## config.mk

```make
export PLATFORM = sky130hd
export DESIGN_NAME = irq_level_encoder
export DESIGN_NICKNAME = d
export VERILOG_FILES = /design/src/rtl/iple_pkg.sv /design/src/rtl/iple_ctrl.sv /design/src/rtl/iple_datapath.sv /design/src/rtl/irq_level_encoder.sv
export SDC_FILE = /design/constraint.sdc
export NUM_CORES = 1
export LEC_CHECK = 0
export ABC_AREA = 1
export ABC_CLOCK_PERIOD_IN_PS = 1200
export BUFFER_PORTS_ARGS = -buffer_cell sky130_fd_sc_hd__buf_4
export CAP_MARGIN = 20
export CORE_MARGIN = 3
export CORE_UTILIZATION = 37
export CTS_CLUSTER_SIZE = 14
export DETAILED_ROUTE_END_ITERATION = 6
export PLACE_DENSITY = 0.7
export SLEW_MARGIN = 30
export SYNTH_ARGS = -nofsm -noshare
export SYNTH_HDL_FRONTEND = slang
export SYNTH_SLANG_ARGS = --single-unit
```

## constraint.sdc

```tcl
create_clock -name clk -period 1.2 [get_ports clk]
set_input_delay 0 -clock clk [delete_from_list [all_inputs] [get_ports clk]]
set_output_delay 0 -clock clk [all_outputs]
set_load 0.01 [all_outputs]
```

## src/rtl/iple_pkg.sv

```systemverilog
package iple_pkg;

  // Strobes from the control module to the datapath latches.
  typedef struct packed {
    logic timerSet;
    logic timerClr;
    logic dmaSet;
    logic dmaClr;
    logic diskSet;
    logic diskClr;
  } iple_strobe_t;

  localparam int unsigned EDGE_TIMER = 0;
  localparam int unsigned EDGE_EOP   = 1;
  localparam int unsigned NUM_EDGE   = 2;

endpackage

```

## src/rtl/iple_ctrl.sv

```systemverilog
module iple_ctrl
  import iple_pkg::*;
(
  input  logic         clk,
  input  logic         rstN,
  input  logic         timerOut,
  input  logic         dmaEop,
  input  logic         dmaUartRx,
  input  logic         dmaUartTx,
  input  logic         floppyIrq,
  input  logic         clrTimer,
  input  logic         clrDma,
  input  logic         clrDisk,
  output iple_strobe_t strobes
);

  logic [NUM_EDGE-1:0] edgeIn;
  logic [NUM_EDGE-1:0] edgePrev;
  logic [NUM_EDGE-1:0] edgeRise;

  assign edgeIn[EDGE_TIMER] = timerOut;
  assign edgeIn[EDGE_EOP]   = dmaEop;

  for (genvar g = 0; g < NUM_EDGE; g++) begin : g_edge
    always_ff @(posedge clk or negedge rstN) begin
      if (!rstN) edgePrev[g] <= 1'b0;
      else       edgePrev[g] <= edgeIn[g];
    end
    assign edgeRise[g] = edgeIn[g] & ~edgePrev[g];
  end

  logic uartXfer;
  assign uartXfer = dmaUartRx | dmaUartTx;

  always_comb begin
    strobes          = '0;
    strobes.timerSet = edgeRise[EDGE_TIMER];
    strobes.timerClr = clrTimer;
    strobes.dmaSet   = edgeRise[EDGE_EOP] & uartXfer;
    strobes.dmaClr   = clrDma;
    strobes.diskSet  = floppyIrq;
    strobes.diskClr  = clrDisk;
  end

  // one timer edge yields a single-cycle set strobe
  a_r6_single_timer_set: assert property (@(posedge clk) disable iff (!rstN)
    strobes.timerSet |=> !strobes.timerSet);

  // one end-of-process edge yields a single-cycle set strobe
  a_r5_single_dma_set: assert property (@(posedge clk) disable iff (!rstN)
    strobes.dmaSet |=> !strobes.dmaSet);

endmodule

```

## src/rtl/iple_datapath.sv

```systemverilog
module iple_datapath
  import iple_pkg::*;
#(
  parameter int unsigned LVL_W      = 4,
  parameter int unsigned LVL_PROG8  = 8,
  parameter int unsigned LVL_PROG9  = 9,
  parameter int unsigned LVL_DISK   = 11,
  parameter int unsigned LVL_UART   = 13,
  parameter int unsigned LVL_TIMER  = 15
) (
  input  logic             clk,
  input  logic             rstN,
  input  iple_strobe_t     strobes,
  input  logic             progIrq8,
  input  logic             progIrq9,
  input  logic             hardDiskIrq,
  input  logic             floppyIrq,
  input  logic             uartIrq,
  input  logic [LVL_W-1:0] cpuMask,
  output logic [LVL_W-1:0] ipl,
  output logic             iplValid,
  output logic             irqReq,
  output logic             dmaFlag,
  output logic             diskFlag
);

  localparam int unsigned NSRC = 7;
  localparam logic [LVL_W-1:0] IDLE_LVL = {LVL_W{1'b1}};
  localparam logic [LVL_W-1:0] SRC_LEVEL [NSRC] = '{
    LVL_W'(LVL_PROG8), LVL_W'(LVL_PROG9), LVL_W'(LVL_DISK), LVL_W'(LVL_DISK),
    LVL_W'(LVL_UART),  LVL_W'(LVL_UART),  LVL_W'(LVL_TIMER)
  };

  logic timerPend;
  logic dmaPend;
  logic diskPend;

  // Sticky latches: a set on the same edge as a clear wins.
  always_ff @(posedge clk or negedge rstN) begin
    if (!rstN) begin
      timerPend <= 1'b0;
      dmaPend   <= 1'b0;
      diskPend  <= 1'b0;
    end else begin
      if (strobes.timerSet)      timerPend <= 1'b1;
      else if (strobes.timerClr) timerPend <= 1'b0;
      if (strobes.dmaSet)        dmaPend   <= 1'b1;
      else if (strobes.dmaClr)   dmaPend   <= 1'b0;
      if (strobes.diskSet)       diskPend  <= 1'b1;
      else if (strobes.diskClr)  diskPend  <= 1'b0;
    end
  end

  assign dmaFlag  = dmaPend;
  assign diskFlag = diskPend;

  logic [NSRC-1:0] srcActive;
  assign srcActive = {timerPend, dmaPend, uartIrq, floppyIrq,
                      hardDiskIrq, progIrq9, progIrq8};

  logic [LVL_W-1:0] bestLvl;
  logic             anyAct;

  always_comb begin
    bestLvl = '0;
    anyAct  = 1'b0;
    for (int i = 0; i < NSRC; i++) begin
      if (srcActive[i] && (!anyAct || SRC_LEVEL[i] > bestLvl)) begin
        bestLvl = SRC_LEVEL[i];
        anyAct  = 1'b1;
      end
    end
  end

  logic [LVL_W-1:0] nextIpl;
  assign nextIpl = anyAct ? bestLvl : IDLE_LVL;

  always_ff @(posedge clk or negedge rstN) begin
    if (!rstN) begin
      ipl      <= IDLE_LVL;
      iplValid <= 1'b0;
      irqReq   <= 1'b0;
    end else begin
      ipl      <= nextIpl;
      iplValid <= anyAct;
      irqReq   <= anyAct && (cpuMask < nextIpl);
    end
  end

  // the timer latch holds until a clear strobe
  a_r6_timer_holds: assert property (@(posedge clk) disable iff (!rstN)
    (timerPend && !strobes.timerClr) |=> timerPend);

  // a pending timer dominates the output level on the next edge
  a_r7_timer_wins: assert property (@(posedge clk) disable iff (!rstN)
    timerPend |=> (ipl == IDLE_LVL && iplValid));

  // the DMA latch only rises after a qualified set strobe
  a_r5_dma_cause: assert property (@(posedge clk) disable iff (!rstN)
    $rose(dmaPend) |-> $past(strobes.dmaSet));

  // the disk flag only rises after the floppy line was high
  a_r10_disk_cause: assert property (@(posedge clk) disable iff (!rstN)
    $rose(diskFlag) |-> $past(floppyIrq));

  // a full mask blocks every request
  a_r9_mask_blocks: assert property (@(posedge clk) disable iff (!rstN)
    (cpuMask == IDLE_LVL) |=> !irqReq);

  // without a valid level the idle code is shown and nothing is requested
  a_r8_idle_code: assert property (@(posedge clk) disable iff (!rstN)
    !iplValid |-> (ipl == IDLE_LVL && !irqReq));

endmodule

```

## src/rtl/irq_level_encoder.sv

```systemverilog
module irq_level_encoder
  import iple_pkg::*;
#(
  parameter int unsigned LVL_W = 4
) (
  input  logic             clk,
  input  logic             rstN,
  input  logic             progIrq8,
  input  logic             progIrq9,
  input  logic             hardDiskIrq,
  input  logic             floppyIrq,
  input  logic             uartIrq,
  input  logic             dmaEop,
  input  logic             dmaUartRx,
  input  logic             dmaUartTx,
  input  logic             timerOut,
  input  logic             clrTimer,
  input  logic             clrDma,
  input  logic             clrDisk,
  input  logic [LVL_W-1:0] cpuMask,
  output logic [LVL_W-1:0] ipl,
  output logic             iplValid,
  output logic             irqReq,
  output logic             dmaFlag,
  output logic             diskFlag
);

  iple_strobe_t strobes;

  iple_ctrl u_ctrl (
    .clk       (clk),
    .rstN      (rstN),
    .timerOut  (timerOut),
    .dmaEop    (dmaEop),
    .dmaUartRx (dmaUartRx),
    .dmaUartTx (dmaUartTx),
    .floppyIrq (floppyIrq),
    .clrTimer  (clrTimer),
    .clrDma    (clrDma),
    .clrDisk   (clrDisk),
    .strobes   (strobes)
  );

  iple_datapath #(.LVL_W(LVL_W)) u_dp (
    .clk         (clk),
    .rstN        (rstN),
    .strobes     (strobes),
    .progIrq8    (progIrq8),
    .progIrq9    (progIrq9),
    .hardDiskIrq (hardDiskIrq),
    .floppyIrq   (floppyIrq),
    .uartIrq     (uartIrq),
    .cpuMask     (cpuMask),
    .ipl         (ipl),
    .iplValid    (iplValid),
    .irqReq      (irqReq),
    .dmaFlag     (dmaFlag),
    .diskFlag    (diskFlag)
  );

endmodule

```

==> results_dict.tcl <==
set metrics [dict create \
    min_path_type "input port to flop" \
    postSynthAreaPerCell_um2 9.65 \
    status "finished with violations" \
    row_count 12 \
    synth_area_um2 502 \
    clock_latency_ns 0.26 \
    antenna_found_initial 0 \
    areaGrowthSynthToFinish_pct 85.0 \
    synthArstFlopShare_pct 100 \
    yosysWarningCount 0 \
    drv_slew 0 \
    cts_buffers 3 \
    grt.total_usage_pct 16.5 \
    wire_per_inst_um 12.1 \
    hold_viol 0 \
    tritoncts "built" \
    fin_crit_sh_pct 117 \
    antenna_cells 0 \
    start_util_pct 42.3 \
    antenna_left 0 \
    cts.sinks 11 \
    setup_tns_ns -0.198 \
    report.power.total_mw 0.916 \
    drtIter0Drc 1 \
    ys_ff_latch 11 \
    finalWorstSetupSlack_ns -0.198 \
    finClkSkew_ns 0.00140 \
    timing.fmax_mhz 715 \
    die_x_um 42.8 \
    viasPerCell 4.34 \
    final_common_cell "buf_4" \
    crit_type "flop to flop" \
    fin_nets 121 \
    drt-total-wl_um 1370 \
    drtPass1Iterations 2 \
    cp.required_ns 1.40 \
    drv_cap 0 \
    cts-root-buf "clkbuf_4" \
    io_buffers 25 \
    path_clk_slew_ns 0.07 \
    syn_inst 52 \
    grt_first_pass_wirelength_um 2190 \
    start_kind "flop" \
    overflow 0 \
    coreArea_um2 1190 \
    ys.flop_type "dfrtp_1" \
    synth_fp_nets 73 \
    critPathMaxStageDelay_ns 0.40 \
    crit_path_cell_trace "nor2_2 > nand3_4 > nand3_4 > inv_2 > ha_4 > nand2_1 > nand2_1 > a21oi_2" \
    power.leakage_nw 0.490 \
    rsz0062_at_grt "true" \
    drc 0 \
    drive_above_1_share_pct 57.6 \
    ir_worst_vdd_v 0.000674 \
    setup_viol 1 \
    cts_max_level 1 \
    final_cell_mix "buf_4 (36), inv_1 (11), nand2_1 (7), dlygate4sd3_1 (7), dfrtp_1 (7)" \
    grt_pass1_vias 515 \
    clock_path_buffers 2 \
    period_minus_slack_ns 1.40 \
    dpl.hpwl_um 915 \
    synth_cell_types 16 \
    fp.dieH_um 42.8 \
    worstSetupEndpointType "flop" \
    cp_slowest_cell "dfrtp_1" \
    die_area_um2 1830 \
    seq_area_frac_synth_pct 55.9 \
    failed_checks "setup timing" \
    io_pins 26 \
    synth_enable_flop_cells 0 \
    grt_max_degree 12 \
    dr_total_vias 490 \
    path_max_fanout 3 \
    gp_congestion 0.792 \
    cp.arrival_ns 1.60 \
    powerDensity_nw_per_um2 987 \
]
synthesized netlist by cell type, types with 2 or more instances:
cell type	n	share of area, %
ha_1	3	7.5
inv_1	12	9.0
nor2_2	4	5.0
dfrtp_1	7	35
o21ai_0	2	2.0
nand3_2	2	4.0
dfstp_2	4	21
nand2_1	9	6.7
conb_1	2	1.5
cells by family after synthesis:
| group | share of synthesized area (%) |
|---|---|
| AOI/OAI and AO/OA | 7.48 |
| adders and majority gates | 7.48 |
| buffers and inverters | 9.72 |
| DFF | 55.9 |
| other | 1.50 |
| and+or+nand+nor | 18.0 |
metal layers:
| metal | vias up | global-route usage, % | wire length (um) |
|---|---|---|---|
| met5 | - | 0 | 0 |
| met1 | 225 | 15.7 | 486 |
| met3 | 2 | 2.97 | 72 |
| met4 | 0 | 7.45 | 7 |
| met2 | 14 | 32.9 | 800 |
| li1 | 249 | - | - |
where the power goes:
group	leakage, nW	switching (mW)	internal (mW)	total (mW)
combinational	0.354	0.107	0.141	0.248
clock	0.0150	0.124	0.129	0.252
sequential	0.121	0.0131	0.403	0.416
total	0.490	0.244	0.672	0.916
metrics by stage:
| step | utilization [%] | worst slack [ns] | hold slack, ns | std cells | cell area (um2) |
|---|---|---|---|---|---|
| 3_3_place_gp | 64.0 | -0.178 | -0.163 | 98 | 759 |
| 6_report | 78.3 | -0.198 | 0.0685 | 113 | 928 |
| 4_1_cts | 73.8 | -0.185 | 0.00671 | 110 | 876 |
| 5_1_grt | 78.3 | -0.276 | 0.0760 | 113 | 928 |
| 3_5_place_dp | 64.0 | -0.212 | -0.161 | 98 | 759 |
| 2_1_floorplan | - | -0.151 | -0.296 | 52 | 502 |
registers in the layout, indices dropped and copies added (netlist names):
name / flops
u_dp.iplValid: 1
u_dp.diskFlag: 1
u_dp.dmaFlag: 1
u_ctrl.edgePrev: 2
u_dp.ipl: 4
u_dp.irqReq: 1
u_dp.timerPend: 1
cell type report:
class                   count  area [um2]
flip-flops and latches     11         280
inverters                  13        48.8
fillers                    75         258
clock buffers               4        26.3
repair buffers             43         340
multi-input cells          28         215
well taps                  14        17.5
worst max-delay path: cells and delay by family, from the launching register on:
kind / cells / cell delay (ns)
AND/OR/NAND/NOR: 5 / 0.53
adder cells (fa/ha/maj): 1 / 0.22
buffers and inverters: 1 / 0.05
flip-flops: 1 / 0.40
AO/OA/AOI/OAI: 1 / 0.12
final timing paths:
path	startpoint	to	slack (ns)	depth (start not counted)
max	u_dp.timerPend	u_dp.irqReq	-0.20	8
min	progIrq9	u_dp.ipl[0]	0.07	4
max reg2reg	u_dp.timerPend	u_dp.irqReq	-0.20	8
min reg2reg	u_ctrl.edgePrev[0]	u_dp.timerPend	0.46	1
max in group asynchronous	rstN	u_dp.ipl[1]	0.88	2
min in group asynchronous	rstN	u_ctrl.edgePrev[1]	0.10	2
repair_timing:
action | 4_1_cts | 5_1_grt
hold buffers | 7 | 1
setup endpoints to repair | 1 | 2
hold endpoints to repair | 16 | 1
buffers inserted | 1 | 3
pin swaps | 2 | 7
gates resized for setup | 3 | 5
(Power assumes the default switching activity.)
